`config.mk`:
```
export PLATFORM = sky130hd
export DESIGN_NAME = cfg_boot_loader
export DESIGN_NICKNAME = d
export VERILOG_FILES = /design/src/rtl/cfg_boot_pkg.sv /design/src/rtl/boot_hdr_check.sv /design/src/rtl/boot_zone_sel.sv /design/src/rtl/boot_len_rule.sv /design/src/rtl/cfg_boot_loader.sv
export SDC_FILE = /design/constraint.sdc
export NUM_CORES = 1
export LEC_CHECK = 0
export CORE_MARGIN = 4
export CORE_UTILIZATION = 49
export CTS_CLUSTER_DIAMETER = 40
export DETAILED_ROUTE_END_ITERATION = 6
export PLACE_DENSITY = 0.9
export SETUP_SLACK_MARGIN = 0.4
export SLEW_MARGIN = 20
export SYNTH_ARGS = -nofsm -noshare
export SYNTH_HDL_FRONTEND = slang
export SYNTH_SLANG_ARGS = --single-unit
export TNS_END_PERCENT = 5
```
`constraint.sdc`:
```
create_clock -name clk -period 2.3 [get_ports clk]
set_input_delay 0.345 -clock clk [delete_from_list [all_inputs] [get_ports clk]]
set_output_delay 0.345 -clock clk [all_outputs]
set_load 0.05 [all_outputs]
```
`src/rtl/cfg_boot_pkg.sv`:
```
package cfg_boot_pkg;

  localparam int NUM_ZONES = 4;
  localparam int ZONE_W    = 2;
  localparam logic [11:0] HDR_SIG = 12'h950;

  typedef enum logic [ZONE_W-1:0] {
    ZONE_FN  = 2'd0,
    ZONE_LOC = 2'd1,
    ZONE_ID  = 2'd2,
    ZONE_CFG = 2'd3
  } zone_e;

  typedef enum logic [2:0] {
    ST_START,
    ST_REQ,
    ST_WAIT,
    ST_WRITE,
    ST_DONE
  } boot_st_e;

endpackage

```
`src/rtl/boot_hdr_check.sv`:
```
module boot_hdr_check
  import cfg_boot_pkg::*;
#(
  parameter int WORD_W = 16,
  localparam int SIG_W = WORD_W - NUM_ZONES
) (
  input  logic [WORD_W-1:0]    word,
  output logic                 sig_ok,
  output logic [NUM_ZONES-1:0] present
);

  assign sig_ok = (word[WORD_W-1:NUM_ZONES] == SIG_W'(HDR_SIG));

  // Highest flag bit belongs to the lowest-numbered zone.
  for (genvar g = 0; g < NUM_ZONES; g++) begin : g_flag
    assign present[g] = word[NUM_ZONES-1-g];
  end

endmodule

```
`src/rtl/boot_zone_sel.sv`:
```
module boot_zone_sel
  import cfg_boot_pkg::*;
(
  input  logic [NUM_ZONES-1:0] present,
  input  logic [ZONE_W-1:0]    cur,
  input  logic                 from_start,
  output logic                 found,
  output logic [ZONE_W-1:0]    nxt
);

  logic [NUM_ZONES-1:0] cand;

  for (genvar g = 0; g < NUM_ZONES; g++) begin : g_cand
    assign cand[g] = present[g] && (from_start || (ZONE_W'(g) > cur));
  end

  always_comb begin
    found = 1'b0;
    nxt   = '0;
    for (int i = NUM_ZONES - 1; i >= 0; i--) begin
      if (cand[i]) begin
        found = 1'b1;
        nxt   = ZONE_W'(i);
      end
    end
  end

endmodule

```
`src/rtl/boot_len_rule.sv`:
```
module boot_len_rule
  import cfg_boot_pkg::*;
#(
  parameter int IDX_W  = 8,
  parameter int Z3_MAX = 4,
  parameter int Z4_MIN = 2
) (
  input  logic [ZONE_W-1:0] zone,
  input  logic [IDX_W-1:0]  idx,
  input  logic              cont_bit,
  output logic              more
);

  localparam logic [IDX_W-1:0] Z3_LAST = IDX_W'(Z3_MAX - 1);
  localparam logic [IDX_W-1:0] Z4_LAST = IDX_W'(Z4_MIN - 1);

  always_comb begin
    unique case (zone_e'(zone))
      ZONE_FN:  more = ~idx[0] | cont_bit;              // pairs
      ZONE_LOC: more = cont_bit;
      ZONE_ID:  more = (idx < Z3_LAST) && cont_bit;     // capped length
      ZONE_CFG: more = (idx < Z4_LAST) || cont_bit;     // minimum length
      default:  more = 1'b0;
    endcase
  end

endmodule

```
`src/rtl/cfg_boot_loader.sv`:
```
module cfg_boot_loader
  import cfg_boot_pkg::*;
#(
  parameter int ADDR_W = 10,
  parameter int IDX_W  = 8,
  parameter int WORD_W = 16,
  parameter int Z3_MAX = 4,
  parameter int Z4_MIN = 2
) (
  input  logic              clk,
  input  logic              rst_n,
  input  logic              reload_set,
  output logic              reload_pend,
  output logic              busy,
  output logic              prog_valid,
  output logic              rd_req_valid,
  input  logic              rd_req_ready,
  output logic [ADDR_W-1:0] rd_req_addr,
  input  logic              rd_rsp_valid,
  output logic              rd_rsp_ready,
  input  logic [WORD_W-1:0] rd_rsp_data,
  input  logic              rd_rsp_absent,
  output logic              wr_valid,
  input  logic              wr_ready,
  output logic [1:0]        wr_zone,
  output logic [IDX_W-1:0]  wr_index,
  output logic [WORD_W-1:0] wr_data
);

  localparam int CONT_BIT = WORD_W - 1;
  localparam int SIG_W    = WORD_W - NUM_ZONES;

  boot_st_e             state_q;
  logic [ADDR_W-1:0]    addr_q;
  logic [ZONE_W-1:0]    zone_q;
  logic [IDX_W-1:0]     idx_q;
  logic [WORD_W-1:0]    word_q;
  logic [NUM_ZONES-1:0] pres_q;
  logic                 in_hdr_q;
  logic                 valid_q;
  logic                 pend_q;

  logic                 sig_ok;
  logic [NUM_ZONES-1:0] dec_pres;
  logic [NUM_ZONES-1:0] sel_pres;
  logic                 nxt_found;
  logic [ZONE_W-1:0]    nxt_zone;
  logic                 more;
  logic                 rsp_take;
  logic                 wr_take;

  boot_hdr_check #(.WORD_W(WORD_W)) u_hdr (
    .word    (rd_rsp_data),
    .sig_ok  (sig_ok),
    .present (dec_pres)
  );

  assign sel_pres = in_hdr_q ? dec_pres : pres_q;

  boot_zone_sel u_sel (
    .present    (sel_pres),
    .cur        (zone_q),
    .from_start (in_hdr_q),
    .found      (nxt_found),
    .nxt        (nxt_zone)
  );

  boot_len_rule #(.IDX_W(IDX_W), .Z3_MAX(Z3_MAX), .Z4_MIN(Z4_MIN)) u_len (
    .zone     (zone_q),
    .idx      (idx_q),
    .cont_bit (word_q[CONT_BIT]),
    .more     (more)
  );

  assign rsp_take = (state_q == ST_WAIT) && rd_rsp_valid;
  assign wr_take  = (state_q == ST_WRITE) && wr_ready;

  always_ff @(posedge clk or negedge rst_n) begin
    if (!rst_n) begin
      state_q  <= ST_START;
      addr_q   <= '0;
      zone_q   <= '0;
      idx_q    <= '0;
      word_q   <= '0;
      pres_q   <= '0;
      in_hdr_q <= 1'b1;
      valid_q  <= 1'b0;
    end else begin
      unique case (state_q)
        ST_START: begin
          addr_q   <= '0;
          zone_q   <= '0;
          idx_q    <= '0;
          pres_q   <= '0;
          in_hdr_q <= 1'b1;
          valid_q  <= 1'b0;
          state_q  <= ST_REQ;
        end
        ST_REQ: begin
          if (rd_req_ready) state_q <= ST_WAIT;
        end
        ST_WAIT: begin
          if (rsp_take) begin
            if (rd_rsp_absent) begin
              state_q <= ST_DONE;
            end else if (in_hdr_q) begin
              if (sig_ok) begin
                valid_q  <= 1'b1;
                pres_q   <= dec_pres;
                in_hdr_q <= 1'b0;
                if (nxt_found) begin
                  zone_q  <= nxt_zone;
                  idx_q   <= '0;
                  addr_q  <= addr_q + 1'b1;
                  state_q <= ST_REQ;
                end else begin
                  state_q <= ST_DONE;
                end
              end else begin
                state_q <= ST_DONE;
              end
            end else begin
              word_q  <= rd_rsp_data;
              state_q <= ST_WRITE;
            end
          end
        end
        ST_WRITE: begin
          if (wr_ready) begin
            if (more) begin
              idx_q   <= idx_q + 1'b1;
              addr_q  <= addr_q + 1'b1;
              state_q <= ST_REQ;
            end else if (nxt_found) begin
              zone_q  <= nxt_zone;
              idx_q   <= '0;
              addr_q  <= addr_q + 1'b1;
              state_q <= ST_REQ;
            end else begin
              state_q <= ST_DONE;
            end
          end
        end
        ST_DONE: begin
          if (pend_q) state_q <= ST_START;
        end
        default: state_q <= ST_START;
      endcase
    end
  end

  // Reload request: held until the initial state is entered.
  always_ff @(posedge clk or negedge rst_n) begin
    if (!rst_n)                 pend_q <= 1'b0;
    else if (reload_set)        pend_q <= 1'b1;
    else if (state_q == ST_START) pend_q <= 1'b0;
  end

  assign reload_pend  = pend_q;
  assign busy         = (state_q != ST_DONE);
  assign prog_valid   = valid_q;
  assign rd_req_valid = (state_q == ST_REQ);
  assign rd_req_addr  = addr_q;
  assign rd_rsp_ready = (state_q == ST_WAIT);
  assign wr_valid     = (state_q == ST_WRITE);
  assign wr_zone      = zone_q;
  assign wr_index     = idx_q;
  assign wr_data      = word_q;

  assert_req_hold_R9: assert property (@(posedge clk) disable iff (!rst_n)
    rd_req_valid && !rd_req_ready |=> rd_req_valid && $stable(rd_req_addr));

  assert_wr_hold_R9: assert property (@(posedge clk) disable iff (!rst_n)
    wr_valid && !wr_ready |=> wr_valid && $stable(wr_data) && $stable(wr_zone) && $stable(wr_index));

  assert_write_needs_sig_R2: assert property (@(posedge clk) disable iff (!rst_n)
    wr_valid |-> prog_valid);

  assert_bad_sig_stops_R2: assert property (@(posedge clk) disable iff (!rst_n)
    rsp_take && in_hdr_q && !rd_rsp_absent && (rd_rsp_data[WORD_W-1:NUM_ZONES] != SIG_W'(HDR_SIG))
    |=> !busy && !prog_valid);

  assert_absent_stops_R3: assert property (@(posedge clk) disable iff (!rst_n)
    rsp_take && rd_rsp_absent |=> !busy && !prog_valid);

  assert_fn_pairs_R6: assert property (@(posedge clk) disable iff (!rst_n)
    wr_take && (zone_q == ZONE_FN) && !more |-> idx_q[0]);

  assert_id_cap_R7: assert property (@(posedge clk) disable iff (!rst_n)
    wr_valid && (wr_zone == ZONE_ID) |-> wr_index < IDX_W'(Z3_MAX));

  assert_reload_latch_R10: assert property (@(posedge clk) disable iff (!rst_n)
    reload_set |=> reload_pend);

endmodule

```
==> impl_results.md <==
- Top Ports: 65
- Drt total wl: 8890 µm
- Insertion delay of the later-clocked pin in the worst-skew pair: 0.31 ns
- Placed standard-cell area: 3490 µm²
- Total Nets Final: 394
- Share of the clock period used by the worst path after layout: 92.7%
- Antenna violation net count after detailed routing: 0
- Setup-violating endpoint count in the final report: 0
- Clock tree sinks: 45
- CP bufs+invs: 1
- WP data required: 2.50 ns
- Global routing usage summed across all routing layers: 25.6%
- Power after layout: 3360 µW
- Area delta synth->final: 52.9%
- Async set-reset flop share out of synthesis: 100%
- Post-synthesis instance area: 2530 µm²
- Row cnt: 25
- CP startpoint kind: register
- FF+latch area: 1140 µm²
- Outcome: complete, no violations
- H-tree depth: 2
- Min-Delay Path Class: input port to async pin
- Portion of the post-synthesis area used by sequential elements: 44.5%
- Number of library cell types mapped by synthesis: 58
- Area used by multi-input combinational logic: 1520 µm²
- Number of flops mapped to enable cells by yosys: 0
- Worst path top cell family by delay: flip-flops
- Worst clock skew: 0.00728 ns
- DR vias: 2738
- Synth Instances: 258
- Clock slew at the register clock pins of the worst setup and hold paths: 0.09 ns
- TritonRoute pass-1 iters: 5
- Type of the setup path with the least slack: register to register
- Detailed Route Iter0 Violations: 243
- Die extent in y: 79.9 µm
- First-pass GRT wire length: 12800 µm
- Remaining DRCs: 0
- Count of antenna diodes in the layout: 0
- Post-route setup TNS: 0 ns
- Signal arrival time at the worst endpoint: 2.33 ns
- Most frequently used flop master after synthesis: dfrtp_1
- Final Max Tran Viols: 0
- Share of post-route cells with drive strength above 1: 33.6%
- Vias per Instance: 6.28
- Area fraction of the dominant cell type after synthesis: 43.5%
- Min cycle time layout: 2.13 ns
- Worst path cell trace: buf_4 -> nor3b_1 -> o211ai_1 -> and3_1 -> o21ai_1 -> mux2_2
- Synth top area cells: dfrtp_1, mux2_2, o21ai_0, nand2_1, a21oi_1
- Clock tree from TritonCTS: done
- RSZ-0062 raised after global routing: yes
- Number of maximum-capacitance violations: 0
- Core box area: 4880 µm²
- Worst slew margin relative to its limit: 54.8%
- Final weighted congestion in routability-driven placement: 0.901
- Tightest Pin Transition: 0.673 ns
- Mean routed wirelength per cell: 20.4 µm
- Cell Pwr Density: 868 nW/µm²
- Fillers: 302
- Static leakage power: 0.00168 µW
- Final core utilization: 79.4%
- VDD IR-drop max: 0.489 mV
- Largest net degree at the start of global routing: 27
- Placed wire-length estimate after detailed placement: 5490 µm
- Starting density of the core: 51.9%
- DIE AREA: 6390 µm²
- Synthesized net count: 284
- Die boundary width: 79.9 µm
- Hold buffers post-CTS: 0
- Critical path's slowest cell: dfrtp_1
- Initial antenna violation count: 0
- Count of endpoints failing hold in the final timing report: 0
- Clock Root Buffer: clkbuf_8
- Synthesis Warnings: 0
- Max Fanout on Critical Path: 9
- Total gr overflow: 0
- Cts bufs inserted: 5
- Maximum single-stage delay on the critical path: 0.50 ns
- Average cell area after synthesis: 9.82 µm²
- Number of I/O port buffers: 64
- Hold slack final: 0.0287 ns
- Nature of the critical path endpoint: register
- Register bit count reported by yosys: 45
- Cell type contributing the most total cell area after synthesis: dfrtp_1
- Max Root-Sink Buffers: 2
- Final design area excluding fillers: 3870 µm²
- Maximum clock rate: 0.469 GHz
- Vias in the first global route: 2720
==> sequential cells by signal (all words and copies together) (netlist names) <==
| register | cells |
|---|---|
| reload_pend | 1 |
| state_q | 3 |
| rd_req_addr | 10 |
| wr_data | 16 |
| in_hdr_q | 1 |
| wr_zone | 2 |
| prog_valid | 1 |
| pres_q | 3 |
| wr_index | 8 |
==> through the flow <==
step	cells	worst slack, ns
after floorplan	258	0.267
after global placement	413	-0.145
after detailed placement	413	-0.233
after CTS	429	0.280
after global routing	436	0.0378
final	436	0.169
==> Yosys cell counts (all sizes together) (4+ instances only) <==
master  instances
o211ai          5
nand2b          4
nor2b           4
nand4           5
nand3          10
o21ai          22
nor4b           4
a21oi          14
and3            7
dfrtp          44
clkbuf          4
nor3            5
mux2           17
a211oi          5
nor2           17
inv            13
nand2          25
==> worst reg2reg max path, stage by stage, from the launching register on <==
cell and delay (ns):
dfrtp_1 0.50, buf_4 0.23, nor3b_1 0.24, o211ai_1 0.21
and3_1 0.22, o21ai_1 0.24, mux2_2 0.37
==> layer usage <==
metal | wire length [µm] | global-route usage, % | up-vias
li1 | - | - | 1182
met1 | 3200 | 29.7 | 1309
met2 | 4500 | 43.5 | 194
met3 | 759 | 8.35 | 53
met4 | 440 | 9.80 | 0
met5 | 0 | 0 | -
==> area by class of cell <==
class | instances | share of cell area (%)
clock inverter | 2 | 0.258
tap | 67 | 2.16
sequential | 45 | 29.3
timing repair buffer | 109 | 25.7
inverter | 13 | 1.32
clock buffer | 6 | 1.87
multi-input combinational | 194 | 39.3
==> placed cells by master, fill, tap and decap left out, drive strengths merged, types with 10 or more instances in the layout <==
| cell | Yosys | routed |
|---|---|---|
| a21oi | 14 | 14 |
| buf | 3 | 50 |
| nand3 | 10 | 10 |
| mux2 | 17 | 17 |
| dlygate4sd2 | 0 | 12 |
| inv | 13 | 13 |
| clkdlybuf4s50 | 0 | 47 |
| dfrtp | 44 | 44 |
| nand2 | 25 | 25 |
| o21ai | 22 | 22 |
| nor2 | 17 | 17 |
==> report_power, final <==
part	switching (µW)	total (µW)	internal, µW
Sequential	108	962	854
Clock	282	493	211
Combinational	1160	1910	747
Total	1550	3360	1810
==> cells by family after synthesis <==
logic type / after synthesis / share of synthesized area, %
AND/OR/NAND/NOR: 95 / 21.2
AO/OA/AOI/OAI: 75 / 20.7
flip-flops: 45 / 44.5
buffers and inverters: 20 / 3.36
multiplexers: 19 / 8.35
adder cells (fa/ha/maj): 3 / 1.48
XOR/XNOR: 1 / 0.346
==> what timing repair did <==
action,in CTS,in global routing
endpoints found under the setup margin,41,46
resized for setup,36,21
pin swaps,10,11
gates cloned,1,0
buffers inserted,7,7
==> worst paths after layout <==
path | startpoint | slack (ns) | end | cells after the start
min in group clk | rd_rsp_data[8] | 0.42 | wr_data[8]$_DFFE_PN0P_ | 2
hold / removal | rst_n | 0.03 | rd_req_addr[4]$_DFFE_PN0P_ | 1
setup / recovery | state_q[0]$_DFFE_PN0P_ | 0.17 | wr_zone[0]$_DFFE_PN0P_ | 6
setup reg to reg | state_q[0]$_DFFE_PN0P_ | 0.17 | wr_zone[0]$_DFFE_PN0P_ | 6
hold reg to reg | prog_valid$_DFFE_PN0P_ | 0.52 | prog_valid$_DFFE_PN0P_ | 2
max in group asynchronous | rst_n | 1.57 | wr_data[6]$_DFFE_PN0P_ | 2
No activity file was read; power rests on OpenSTA's default activity.
